### src/rtl/fbdma_pkg.sv
package fbdma_pkg;

   typedef enum logic [1:0] {
      ST_IDLE  = 2'd0,
      ST_FLY   = 2'd1,
      ST_FETCH = 2'd2,
      ST_STORE = 2'd3
   } seq_state_t;

   localparam logic [1:0] SEL_ADDR  = 2'd0;
   localparam logic [1:0] SEL_COUNT = 2'd1;
   localparam logic [1:0] SEL_CTRL  = 2'd2;

   localparam int CB_EN      = 0;
   localparam int CB_DIR     = 1;
   localparam int CB_MODE    = 2;
   localparam int CTRL_BITS  = 3;

endpackage

### src/rtl/fbdma_regs.sv
module fbdma_regs
   import fbdma_pkg::*;
#(
   parameter int AW            = 16,
   parameter int CW            = 16,
   parameter int PW            = 16,
   parameter bit HAS_TWO_CYCLE = 1'b1
) (
   input  logic          clk,
   input  logic          rst_n,
   input  logic          cfg_we,
   input  logic [1:0]    cfg_sel,
   input  logic [PW-1:0] cfg_wdata,
   input  logic          step,
   input  logic          zero_done,
   output logic [AW-1:0] addr,
   output logic [CW-1:0] count,
   output logic          dir,
   output logic          two_cycle,
   output logic          en_nxt,
   output logic          active,
   output logic          done
);

   logic [AW-1:0] addr_q;
   logic [CW-1:0] cnt_q;
   logic          en_q, dir_q, mode_q, done_q;
   logic          ctrl_wr;
   logic          mode_bit;
   logic          unused_wdata;

   assign unused_wdata = ^cfg_wdata;
   assign ctrl_wr      = cfg_we && (cfg_sel == SEL_CTRL);
   assign active       = en_q && !done_q;
   assign en_nxt       = ctrl_wr ? cfg_wdata[CB_EN] : en_q;

   generate
      if (HAS_TWO_CYCLE) begin : g_mode_sel
         assign mode_bit = cfg_wdata[CB_MODE];
      end else begin : g_mode_fixed
         assign mode_bit = 1'b0;
      end
   endgenerate

   always_ff @(posedge clk or negedge rst_n) begin
      if (!rst_n) begin
         addr_q <= '0;
         cnt_q  <= '0;
         en_q   <= 1'b0;
         dir_q  <= 1'b0;
         mode_q <= 1'b0;
         done_q <= 1'b0;
      end else begin
         if (step) begin
            addr_q <= addr_q + AW'(1);
            cnt_q  <= cnt_q - CW'(1);
            if (cnt_q == CW'(1)) done_q <= 1'b1;
         end
         if (zero_done) done_q <= 1'b1;
         if (cfg_we && !active) begin
            case (cfg_sel)
               SEL_ADDR:  addr_q <= cfg_wdata[AW-1:0];
               SEL_COUNT: cnt_q  <= cfg_wdata[CW-1:0];
               SEL_CTRL: begin
                  dir_q  <= cfg_wdata[CB_DIR];
                  mode_q <= mode_bit;
                  if (cfg_wdata[CB_EN]) done_q <= 1'b0;
               end
               default: ;
            endcase
         end
         if (ctrl_wr) en_q <= cfg_wdata[CB_EN];
      end
   end

   assign addr      = addr_q;
   assign count     = cnt_q;
   assign dir       = dir_q;
   assign two_cycle = mode_q;
   assign done      = done_q;

   // pointer advances by one after each completed word
   p_addr_step_r5: assert property (@(posedge clk) disable iff (!rst_n)
      step |=> (addr_q == $past(addr_q) + AW'(1)));

   // an active channel keeps its programming between words
   p_busy_regs_hold_r10: assert property (@(posedge clk) disable iff (!rst_n)
      (active && !step) |=> ($stable(addr_q) && $stable(cnt_q) && $stable(dir_q) && $stable(mode_q)));

   // the last word raises done
   p_last_sets_done_r6: assert property (@(posedge clk) disable iff (!rst_n)
      (step && cnt_q == CW'(1)) |=> done_q);

endmodule

### src/rtl/fbdma_seq.sv
module fbdma_seq
   import fbdma_pkg::*;
#(
   parameter int CW = 16
) (
   input  logic          clk,
   input  logic          rst_n,
   input  logic          active,
   input  logic          en_nxt,
   input  logic          dreq,
   input  logic          two_cycle,
   input  logic [CW-1:0] count,
   output seq_state_t    state,
   output logic          step,
   output logic          zero_done,
   output logic          latch,
   output logic          hold_clr
);

   seq_state_t state_q, state_d;
   logic       cnt_zero, cnt_last, go_on;

   assign cnt_zero = (count == '0);
   assign cnt_last = (count == CW'(1));
   assign go_on    = en_nxt && dreq && !cnt_last;
   assign hold_clr = !en_nxt;

   always_comb begin
      state_d   = state_q;
      step      = 1'b0;
      zero_done = 1'b0;
      latch     = 1'b0;
      unique case (state_q)
         ST_IDLE: begin
            if (active && en_nxt) begin
               if (cnt_zero)  zero_done = 1'b1;
               else if (dreq) state_d = two_cycle ? ST_FETCH : ST_FLY;
            end
         end
         ST_FLY: begin
            step    = 1'b1;
            state_d = go_on ? ST_FLY : ST_IDLE;
         end
         ST_FETCH: begin
            if (!en_nxt) begin
               state_d = ST_IDLE;
            end else begin
               latch   = 1'b1;
               state_d = ST_STORE;
            end
         end
         ST_STORE: begin
            step    = 1'b1;
            state_d = go_on ? ST_FETCH : ST_IDLE;
         end
         default: state_d = ST_IDLE;
      endcase
   end

   always_ff @(posedge clk or negedge rst_n) begin
      if (!rst_n) state_q <= ST_IDLE;
      else        state_q <= state_d;
   end

   assign state = state_q;

   // a read phase is followed by its write phase unless aborted
   p_fetch_leads_store_r4: assert property (@(posedge clk) disable iff (!rst_n)
      (state_q == ST_FETCH) |=> (state_q == ST_STORE || state_q == ST_IDLE));

   // low request ends the run at a word boundary
   p_dreq_low_pause_r8: assert property (@(posedge clk) disable iff (!rst_n)
      ((state_q == ST_FLY || state_q == ST_STORE) && !dreq) |=> (state_q == ST_IDLE));

   // no word starts without a request
   p_no_start_r8: assert property (@(posedge clk) disable iff (!rst_n)
      (state_q == ST_IDLE && !dreq) |=> (state_q == ST_IDLE));

   // disabling during a read phase abandons the word
   p_disable_abort_r9: assert property (@(posedge clk) disable iff (!rst_n)
      (state_q == ST_FETCH && !en_nxt) |=> (state_q == ST_IDLE));

endmodule

### src/rtl/fbdma_hold.sv
module fbdma_hold #(
   parameter int DW            = 8,
   parameter bit HAS_TWO_CYCLE = 1'b1
) (
   input  logic          clk,
   input  logic          rst_n,
   input  logic          clr,
   input  logic          latch,
   input  logic [DW-1:0] din,
   output logic [DW-1:0] hold
);

   generate
      if (HAS_TWO_CYCLE) begin : g_hold_reg
         logic [DW-1:0] hold_q;
         always_ff @(posedge clk or negedge rst_n) begin
            if (!rst_n)     hold_q <= '0;
            else if (clr)   hold_q <= '0;
            else if (latch) hold_q <= din;
         end
         assign hold = hold_q;

         // a disabled channel keeps no stale word
         p_hold_cleared_r9: assert property (@(posedge clk) disable iff (!rst_n)
            clr |=> (hold_q == '0));
      end else begin : g_no_hold
         logic unused_hold;
         assign unused_hold = clk ^ rst_n ^ clr ^ latch ^ (^din);
         assign hold        = '0;
      end
   endgenerate

endmodule

### src/rtl/fbdma_ctrl.sv
module fbdma_ctrl
   import fbdma_pkg::*;
#(
   parameter int AW            = 16,
   parameter int DW            = 8,
   parameter int CW            = 16,
   parameter int PW            = 16,
   parameter bit HAS_TWO_CYCLE = 1'b1
) (
   input  logic          clk,
   input  logic          rst_n,
   input  logic          cfg_we,
   input  logic [1:0]    cfg_sel,
   input  logic [PW-1:0] cfg_wdata,
   input  logic          dreq,
   output logic          dack,
   output logic          done,
   output logic [AW-1:0] mem_addr,
   output logic          mem_rd,
   output logic          mem_wr,
   input  logic [DW-1:0] mem_rdata,
   output logic [DW-1:0] mem_wdata,
   output logic          io_rd,
   output logic          io_wr,
   input  logic [DW-1:0] io_rdata,
   output logic [DW-1:0] io_wdata
);

   generate
      if (PW < AW) begin : g_bad_aw
         $error("fbdma_ctrl: PW must cover AW");
      end
      if (PW < CW) begin : g_bad_cw
         $error("fbdma_ctrl: PW must cover CW");
      end
      if (PW < CTRL_BITS) begin : g_bad_ctrl
         $error("fbdma_ctrl: PW too narrow for control bits");
      end
      if (DW < 1 || AW < 1 || CW < 1) begin : g_bad_w
         $error("fbdma_ctrl: widths must be positive");
      end
   endgenerate

   logic [CW-1:0] count;
   logic          dir, two_cycle, en_nxt, active;
   logic          step, zero_done, latch, hold_clr;
   seq_state_t    state;
   logic [DW-1:0] hold, cap_src;
   logic          rd_phase, wr_phase;

   fbdma_regs #(
      .AW(AW), .CW(CW), .PW(PW), .HAS_TWO_CYCLE(HAS_TWO_CYCLE)
   ) u_regs (
      .clk       (clk),
      .rst_n     (rst_n),
      .cfg_we    (cfg_we),
      .cfg_sel   (cfg_sel),
      .cfg_wdata (cfg_wdata),
      .step      (step),
      .zero_done (zero_done),
      .addr      (mem_addr),
      .count     (count),
      .dir       (dir),
      .two_cycle (two_cycle),
      .en_nxt    (en_nxt),
      .active    (active),
      .done      (done)
   );

   fbdma_seq #(
      .CW(CW)
   ) u_seq (
      .clk       (clk),
      .rst_n     (rst_n),
      .active    (active),
      .en_nxt    (en_nxt),
      .dreq      (dreq),
      .two_cycle (two_cycle),
      .count     (count),
      .state     (state),
      .step      (step),
      .zero_done (zero_done),
      .latch     (latch),
      .hold_clr  (hold_clr)
   );

   assign cap_src = dir ? io_rdata : mem_rdata;

   fbdma_hold #(
      .DW(DW), .HAS_TWO_CYCLE(HAS_TWO_CYCLE)
   ) u_hold (
      .clk   (clk),
      .rst_n (rst_n),
      .clr   (hold_clr),
      .latch (latch),
      .din   (cap_src),
      .hold  (hold)
   );

   assign rd_phase = (state == ST_FLY) || (state == ST_FETCH);
   assign wr_phase = (state == ST_FLY) || (state == ST_STORE);

   assign dack      = (state != ST_IDLE);
   assign mem_rd    = !dir && rd_phase;
   assign io_wr     = !dir && wr_phase;
   assign io_rd     =  dir && rd_phase;
   assign mem_wr    =  dir && wr_phase;
   assign io_wdata  = two_cycle ? hold : mem_rdata;
   assign mem_wdata = two_cycle ? hold : io_rdata;

   // strobes only under acknowledge
   p_strobe_dack_r11: assert property (@(posedge clk) disable iff (!rst_n)
      (mem_rd || mem_wr || io_rd || io_wr) |-> dack);

   // one side never reads and writes at once
   p_side_excl_r11: assert property (@(posedge clk) disable iff (!rst_n)
      !(mem_rd && mem_wr) && !(io_rd && io_wr));

   // fly-by memory read pairs with device write
   p_flyby_pair_r2: assert property (@(posedge clk) disable iff (!rst_n)
      (mem_rd && !two_cycle) |-> io_wr);

   // fly-by device read pairs with memory write
   p_flyby_pair_r3: assert property (@(posedge clk) disable iff (!rst_n)
      (io_rd && !two_cycle) |-> mem_wr);

   // two-cycle never merges read and write
   p_two_cycle_split_r4: assert property (@(posedge clk) disable iff (!rst_n)
      two_cycle |-> (!(mem_rd && io_wr) && !(io_rd && mem_wr)));

   // a finished channel does not acknowledge
   p_done_no_dack_r6: assert property (@(posedge clk) disable iff (!rst_n)
      done |-> !dack);

endmodule

### config.mk
export PLATFORM = sky130hd
export DESIGN_NAME = fbdma_ctrl
export DESIGN_NICKNAME = d
export VERILOG_FILES = /design/src/rtl/fbdma_pkg.sv /design/src/rtl/fbdma_regs.sv /design/src/rtl/fbdma_seq.sv /design/src/rtl/fbdma_hold.sv /design/src/rtl/fbdma_ctrl.sv
export SDC_FILE = /design/constraint.sdc
export NUM_CORES = 1
export LEC_CHECK = 0
export BUFFER_PORTS_ARGS = -buffer_cell sky130_fd_sc_hd__buf_4
export CAP_MARGIN = 10
export CORE_ASPECT_RATIO = 1.4
export CORE_UTILIZATION = 48
export DETAILED_ROUTE_END_ITERATION = 10
export GPL_TIMING_DRIVEN = 0
export PLACE_DENSITY = 0.84
export SYNTH_ARGS = -nofsm -noshare
export SYNTH_HDL_FRONTEND = slang
export SYNTH_HIERARCHICAL = 1
export SYNTH_SLANG_ARGS = --single-unit
export TNS_END_PERCENT = 20
### constraint.sdc
create_clock -name clk -period 1.9 [get_ports clk]
set_input_delay 0.19 -clock clk [delete_from_list [all_inputs] [get_ports clk]]
set_output_delay 0.19 -clock clk [all_outputs]
set_load 0.005 [all_outputs]
Word level (Yosys, flattened, before mapping):

Cells that the tools add are included.

* add/subtract/negate cells: 2
* equality and inequality tests: 10
* mux-type cells: 32
* reduce and logical (&&, ||, !) cells: 23

Operator list (count)
* $mux 16: 6
* $mux 8: 5
* $add 16x1->16 const B: 1
* $eq 16x1->1 const B: 1
* $logic_not 16->1: 1
* $sub 16x1->16 const B: 1
* $mux 1: 14
* $mux 2: 6
* $logic_and 1x1->1: 10
* $pmux 2 s4: 1
* $eq 2x2->1 const B: 3
* $ne 2x2->1 const B: 3
* $eq 2x1->1 const B: 2
* $logic_not 1->1: 4
* $logic_not 2->1: 2
* $reduce_and 3->1: 1
* $logic_or 1x1->1: 2
* $ne 2x1->1 const B: 1
* $reduce_and 2->1: 1
* $reduce_bool 2->1: 1
* $reduce_or 2->1: 1

* register bits: 46
* output and inout port bits: 38
* word-level logic and storage cells: 75

Depth between registers and ports, before layout:

Gate-level depths: netlist (run 1).

* word-level depth: 10
* mapped depth: 8
* gate-level depth less buffers: 7

Modules after synthesis:

Netlist (run 1), hierarchy kept.

By module, submodules not included
* fbdma_regs: instances 1, cells each 211, area each 2001.9 sq um, sequential area each 900.9 sq um
* fbdma_ctrl: instances 1, cells each 37, area each 425.4 sq um, sequential area each 0.0 sq um
* fbdma_hold: instances 1, cells each 26, area each 325.3 sq um, sequential area each 200.2 sq um
* fbdma_seq: instances 1, cells each 26, area each 205.2 sq um, sequential area each 50.0 sq um

Least setup slack after synthesis (run 1):

OpenSTA, ideal clock, no wires.

* path kind: reg-to-reg
* from: reg u_seq.state_q[0] (netlist: u_seq/state[0])
* to: reg u_regs.cnt_q[13] (netlist: u_regs/count[13])
* setup time: 82 ps
* arrival time: 1745 ps
* data required time: 1818 ps
* slack: 73 ps
* stages on the path, launching flop included: 6
* path buffers: 1
* clock period less this slack: 1827 ps
* path through: dfrtp_1 -> clkbuf_1 -> nor4b_4 -> nand4_4 -> or4_1 -> a31oi_1

* cells in the longest elaborated chain, start to end: 6
* elaborated cells on any way between the ends: 7
* classes of those cells: eq/ne (2); mux (4); reduce/logical (1)

RTL lines
* start, declared: line fbdma_seq.sv:20 `seq_state_t state_q, state_d;`
* start signal, assigned: line fbdma_seq.sv:62 `else state_q <= state_d;`
* $eq 2x1->1 / $eq 2x2->1 (equally long branches): line fbdma_seq.sv:33 `unique case (state_q)`
* $reduce_or 2->1 (no line) (*)
* $mux 1 (*): line fbdma_seq.sv:33
* net step: line fbdma_ctrl.sv:46 `logic step, zero_done, latch, hold_clr;`
* $mux 16 (*): line fbdma_regs.sv:54 `if (step) begin`
* $mux 16: line fbdma_regs.sv:61 `case (cfg_sel)`
* $mux 16 (*): line fbdma_regs.sv:60 `if (cfg_we && !active) begin`
* end signal, assigned: line fbdma_regs.sv:56 `cnt_q <= cnt_q - CW'(1);`
* end signal, assigned: line fbdma_regs.sv:63 `SEL_COUNT: cnt_q <= cfg_wdata[CW-1:0];`
* end, declared: line fbdma_regs.sv:26 `logic [CW-1:0] cnt_q;`

Mark *: on every way through the listed nets, which the timed path passes. The rest lies on a longest branch.
A chain may end at the register's enable or synchronous reset.

Worst setup path in the final report (run 1):

* from: reg u_regs.done_q (netlist: u_regs/done)
* to: reg u_regs.cnt_q[12] (netlist: u_regs/count[12])

* cells in the longest elaborated chain, start to end: 5

RTL lines
* start, declared: line fbdma_regs.sv:27 `logic en_q, dir_q, mode_q, done_q;`
* start signal, assigned: line fbdma_regs.sv:52 `done_q <= 1'b0;`
* start signal, assigned: line fbdma_regs.sv:57 `if (cnt_q == CW'(1)) done_q <= 1'b1;`
* start signal, assigned: line fbdma_regs.sv:59 `if (zero_done) done_q <= 1'b1;`
* $logic_not 1->1: line fbdma_regs.sv:34 `assign active = en_q && !done_q;`
* $logic_and 1x1->1: line fbdma_regs.sv:34
* net active: line fbdma_ctrl.sv:45 `logic dir, two_cycle, en_nxt, active;`
* $logic_not 1->1: line fbdma_regs.sv:60
* $logic_and 1x1->1: line fbdma_regs.sv:60
* $mux 16: line fbdma_regs.sv:60

The timed path passes the listed nets, and every way through them passes these cells.

==> flow_metrics.tcl, run 1 <==
set metrics [dict create \
    cts_tree "yes" \
    grt_overflow_total 0 \
    path_class "flip-flop to flip-flop" \
    clk_pin_slew_ps 80 \
    synth-edff-count 0 \
    drt_pass1_iterations 4 \
    cts-root-buf "clkbuf_8" \
    synthToLayoutAreaGrowth_pct 29.2 \
    synth_ff_type "dfrtp_1" \
    crit_start "u_regs/done" \
    synth_cell_types 48 \
    clock-sinks 46 \
    fp.dieArea_um2 6480 \
    port_buffers 75 \
    path_delay_family "simple AND/OR/NAND/NOR gates" \
    finClkSkew_ps 5.82 \
    leakagePower_nw 1.69 \
    finalNonFillerCells 459 \
    yosysSeqAreaShare_pct 38.9 \
    worst_ep_required_time_ps 2110 \
    routed_via_density 5.67 \
    grt_max_degree 47 \
    r2r_setup_slack_ps 70 \
    drive_gt1_share_pct 36.0 \
    first_global_vias 2659 \
    grt_pass1_wl_mm 11.9 \
    drt_iter0_markers 96 \
    place_area_um2 3610 \
    path_cells "nand2b_1 > inv_1 > nor3_2 > buf_1 > nand2_1 > o211ai_1" \
    grt.total_usage_pct 24.3 \
    grt_use_met1_pct 26.4 \
    dp_hpwl_mm 5.48 \
    grt_util_met3_pct 3.74 \
    die_h_um 94.9 \
    r2r_cells 6 \
    syn_area_um2 2960 \
    place_congestion 0.830 \
    layout.nets 433 \
    clock_latency_ps 290 \
    dp_worst_setup_slack_ps -346 \
    start_kind "flip-flop" \
    whs_ps 106 \
    fin_ws_ps 71.3 \
    ys_async_sr_fraction_pct 100 \
    finalSetupViolCount 0 \
    met2_usage_pct 44.2 \
    drcViolationCount 0 \
    path_depth 6 \
    start_util_pct 50.1 \
    period_share_pct 96.2 \
    diodes 0 \
    arrival_ps 2040 \
    wirelength_mm 7.24 \
    hold_viol_final 0 \
    status "complete, no violations" \
    die_w_um 68.3 \
    wire_per_inst_um 15.8 \
    crit_path_end_kind "flip-flop" \
    power.density_nw_per_um2 1050 \
    cts_htree_levels 2 \
    holdPathStages 3 \
    antenna_found_initial 0 \
    syn_nets 344 \
    final_common_cell "buf_4" \
    holdCritPathClass "primary input to flip-flop" \
    syn_avg_cell_area_um2 9.86 \
    slew_violations 0 \
    timing.rr.end "u_regs/count[12]" \
    worstMarginPinSlew_ps 568 \
    coreArea_um2 5900 \
    ir_drop_mv 0.775 \
    ys_warn_count 6 \
    fp-row-count 33 \
    routed-via-count 2602 \
    min_to "u_regs/count[7]" \
    clock_path_buffers 2 \
    rsz0062_at_grt "yes" \
    ys_ff_latch 46 \
    min-delay-start "cfg_wdata[7]" \
    grt.busiest_layer "met2" \
    max_stage_delay_ps 400 \
    design_area_um2 3820 \
    worst_path_max_delay_cell "buf_1" \
    drtAntennaViolNets 0 \
    numCtsBuffers 5 \
    netlist_instances 300 \
    worst-path-buf-inv 2 \
    maxCapViolations 0 \
    max_clock_freq_mhz 547 \
    layout_common_cells "buf_4, dfrtp_1, nand2_1, o21ai_0, nor2_1" \
    worstPathMaxFanout 10 \
    max_slew_margin_pct 62.1 \
    placed_cells 445 \
    io-pin-count 76 \
    fin_crit_ps 1830 \
    r2r_start "u_regs/done" \
]
-- repair_timing --
| item | 4_1_cts | 5_1_grt |
|---|---|---|
| gates resized for setup | 9 | 7 |
| pin swaps | 0 | 1 |
| hold endpoints to repair | 46 | 0 |
| setup buffers | 3 | 4 |
| endpoints found under the setup margin | 31 | 26 |
| hold buffers | 1 | 0 |
-- per-layer routing --
metal  part of all wire [%]  vias up
li1                       -     1253
met1                     38     1251
met2                     55       82
met3                    4.3       16
met4                    2.6        0
met5                      0        -
-- how the worst max path moves through the flow --
stage	to
3_5_place_dp	u_regs/addr[7]
2_1_floorplan	u_regs/count[13]
3_3_place_gp	u_regs/addr[12]
6_report	u_regs/count[12]
4_1_cts	u_regs/addr[10]
5_1_grt	u_regs/count[11]
-- power breakdown --
group	internal [mW]	switching [mW]	total [mW]	leakage, nW
clock network	0.421	0.310	0.731	0.0573
logic	0.909	0.674	1.58	1.07
registers	1.26	0.425	1.68	0.569
total	2.59	1.41	4.00	1.69
-- layout make-up --
class | instances | area (um2)
Inverter | 9 | 33.8
Buffer | 12 | 88.8
Fill cell | 461 | 2080
Multi-Input combinational cell | 232 | 1720
Sequential cell | 46 | 1150
Tap cell | 70 | 87.6
Clock inverter | 1 | 30.0
Clock buffer | 6 | 82.6
Timing Repair Buffer | 83 | 626
-- state kept, by name, summed over array words and instances, names as in the netlist --
signal,flops
u_regs/two_cycle,1
u_regs/done,1
u_regs/addr,16
u_regs/dir,1
u_seq/state,2
u_hold/hold,8
u_regs/count,16
u_regs/en_q,1
-- per-stage QoR --
step / util (%) / power (mW) / TNS (ps)
2_1_floorplan: - / 2.56 / 0
3_3_place_gp: 61.1 / 3.15 / -4250
3_5_place_dp: 61.1 / 3.23 / -6010
4_1_cts: 64.1 / 3.99 / 0
5_1_grt: 64.7 / 4.26 / -184
6_report: 64.7 / 4.00 / 0
-- synth_stat cells (all sizes together), types with 4 or more instances --
cell,number,area share [%]
clkbuf,7,0.89
nor4b,4,1.7
ha,6,2.5
xor2,16,4.7
nand4,9,2.4
o21ai,27,4.6
inv,9,1.1
nand3,13,2.2
buf,6,2.0
mux2i,11,3.7
dfrtp,46,39
nor2,19,2.4
and3,5,1.1
nand2,35,4.4
mux2,28,12
xnor2,6,1.8
and4,4,1.2
a31oi,5,1.1
nand2b,4,0.85
nor4,5,1.6
nor2b,5,1.1
-- tightest hold or removal path, stage by stage --
cell and delay [ps]:
buf_4 80, nand2_1 40, o21ai_0 50
-- cells by family (layout without fill, tap and decap cells) --
logic type,after synthesis,count (layout),share of synthesized area [%]
AND/OR/NAND/NOR,121,121,23.3
buffers and inverters,22,111,4.02
AO/OA/AOI/OAI,44,44,9.05
flip-flops,46,46,38.9
multiplexers,39,39,15.7
adder cells (fa/ha/maj),6,6,2.54
XOR/XNOR,22,22,6.51
Note: power is estimated with default switching activity, not from simulation.
==> run 2: changes to the inputs <==
--- a/config.mk
+++ b/config.mk
@@ -7,11 +7,12 @@
 export LEC_CHECK = 0
 export BUFFER_PORTS_ARGS = -buffer_cell sky130_fd_sc_hd__buf_4
 export CAP_MARGIN = 10
-export CORE_ASPECT_RATIO = 1.4
 export CORE_UTILIZATION = 48
 export DETAILED_ROUTE_END_ITERATION = 10
 export GPL_TIMING_DRIVEN = 0
 export PLACE_DENSITY = 0.84
+export REMOVE_ABC_BUFFERS = 1
+export SLEW_MARGIN = 10
 export SYNTH_ARGS = -nofsm -noshare
 export SYNTH_HDL_FRONTEND = slang
 export SYNTH_HIERARCHICAL = 1
==> run 2 against run 1 <==
Clock skew rose by 5.7 ps. Non-clock buffer count fell by 16. Power fell by 3.1%. Hold slack got worse by 7.9 ps. Combinational power fell by 11%. Die area barely moved. Clock power fell by 4.4%. First-iteration DRC count rose by 73%. Cell count fell by 2.2%. Setup slack got worse by 10 ps. Global-route usage fell by 1.2 points. Via count fell by 0.65%. Critical path type unchanged. Critical endpoint is now u_regs/count[13]. Largest power group unchanged.
==> flow_metrics.tcl, run 2 (synthesis results as in run 1) <==
set metrics [dict create \
    slew_violations 0 \
    first_global_vias 2462 \
    p_switching_mw 1.42 \
    cts_tree "yes" \
    fin_crit_ps 1840 \
    layout.nets 417 \
    drtAntennaViolNets 0 \
    io-pin-count 76 \
    placed_cells 439 \
    place_congestion 0.820 \
    power.density_nw_per_um2 1050 \
    pwr-share-seq_pct 45.7 \
    cts-root-buf "clkbuf_8" \
    grt_overflow_total 0 \
    clkPwrFrac_pct 18.1 \
    holdCritPathClass "primary input to flip-flop" \
    place_area_um2 3550 \
    grt.total_usage_pct 23.1 \
    drive_gt1_share_pct 34.2 \
    crit_path_end_kind "flip-flop" \
    wire_per_inst_um 16.1 \
    die_h_um 80.5 \
    dp_worst_setup_slack_ps -371 \
    status "complete, no violations" \
    combinationalPowerShare_pct 36.3 \
    leakagePower_nw 1.62 \
    internal_power_mw 2.46 \
    routed_via_density 5.76 \
    clk_pin_slew_ps 90 \
    layout_common_cells "buf_4, dfrtp_1, nand2_1, o21ai_0" \
    ir_drop_mv 0.599 \
    start_kind "flip-flop" \
    start_util_pct 50.0 \
    fp-row-count 28 \
    cts_htree_levels 2 \
    dp_hpwl_mm 5.17 \
    period_share_pct 96.8 \
    worst_ep_required_time_ps 2130 \
    arrival_ps 2070 \
    finClkSkew_ps 11.5 \
    fin_util_pct 62.6 \
    swShare_pct 36.6 \
    clock-sinks 46 \
    drt_pass1_iterations 5 \
    die_w_um 80.5 \
    max_clock_freq_mhz 544 \
    routed-via-count 2585 \
    worstPathMaxFanout 22 \
    fp.dieArea_um2 6480 \
    grt_max_degree 47 \
    drcViolationCount 0 \
    finalNonFillerCells 449 \
    drt_iter0_markers 166 \
    finalSetupViolCount 0 \
    final_common_cell "buf_4" \
    synthToLayoutAreaGrowth_pct 25.3 \
    coreArea_um2 5920 \
    port_buffers 75 \
    diodes 0 \
    wirelength_mm 7.21 \
    clock_latency_ps 310 \
    path_class "flip-flop to flip-flop" \
    numCtsBuffers 5 \
    antenna_found_initial 0 \
    fin_ws_ps 61.0 \
    max_slew_margin_pct 59.8 \
    design_area_um2 3710 \
    worstMarginPinSlew_ps 604 \
    maxCapViolations 0 \
    clock_path_buffers 2 \
    hold_viol_final 0 \
    grt_pass1_wl_mm 11.5 \
]
[run 2: cell types whose count changed in the layout (fill, tap and decap cells not counted), moves of 2 or more]
| cell | change |
|---|---|
| buf_4 | -6 |
| clkbuf_2 | -4 |
| buf_1 | -2 |
| buf_6 | -2 |
| clkbuf_8 | +2 |
[run 2: area by class of cell]
class                   instances  area (um2)
multi-input cells             232        1720
inverters                       9        33.8
repair buffers                 79         596
fillers                       493        2210
clock buffers                   8         110
flip-flops and latches         46        1160
well taps                      75        93.8
[run 2: what timing repair did]
action	in CTS	in global routing
hold buffers	1	0
endpoints found under the setup margin	32	18
buffers inserted	1	0
gates cloned	0	0
pin swaps	0	1
endpoints found under the hold margin	46	0
gates resized for setup	2	5
[run 2: layer usage]
layer | track usage, % | vias to the layer above | share of wire (%)
met4 | 6.07 | 0 | 0.87
met2 | 38.3 | 80 | 50
met1 | 30.9 | 1279 | 44
li1 | - | 1217 | -
met3 | 4.09 | 9 | 4.6
met5 | 0 | - | 0
[run 2: power groups by stage]
stage          clock, mW  combinational (mW)  sequential, mW
6_report           0.699                1.40            1.77
5_1_grt            0.753                1.54            1.83
4_1_cts            0.708                1.40            1.76
3_5_place_dp           0                1.39            1.77
3_3_place_gp           0                1.32            1.75
2_1_floorplan          0               0.824            1.67
[run 2: path summary, 6_finish.rpt]
| path | from | end | slack (ps) | cells after the start |
|---|---|---|---|---|
| setup / recovery | u_seq/state[0] | u_regs/count[13] | 60 | 4 |
| hold / removal | cfg_wdata[9] | u_regs/count[9] | 100 | 3 |
| setup reg to reg | u_seq/state[0] | u_regs/count[13] | 60 | 4 |
| hold reg to reg | u_hold/hold[7] | u_hold/hold[7] | 560 | 2 |
| max in group asynchronous | rst_n | u_seq/state[0] | 1000 | 2 |
| min in group asynchronous | rst_n | u_regs/count[9] | 440 | 2 |
[run 2: critical path: stages, from the launching register on]
cell	delay, ps
dfrtp_4	580
nor4b_4	380
nand4_4	170
or4_4	450
a31oi_1	180
[run 2: through the flow]
step | power [mW] | hold WS, ps | setup TNS (ps)
after global routing | 4.13 | 97.7 | -14.0
after detailed placement | 3.16 | 231 | -3020
after floorplan | 2.49 | -106 | -6120
after global placement | 3.07 | 226 | -27820
after CTS | 3.87 | 93.1 | 0
final | 3.87 | 97.8 | 0
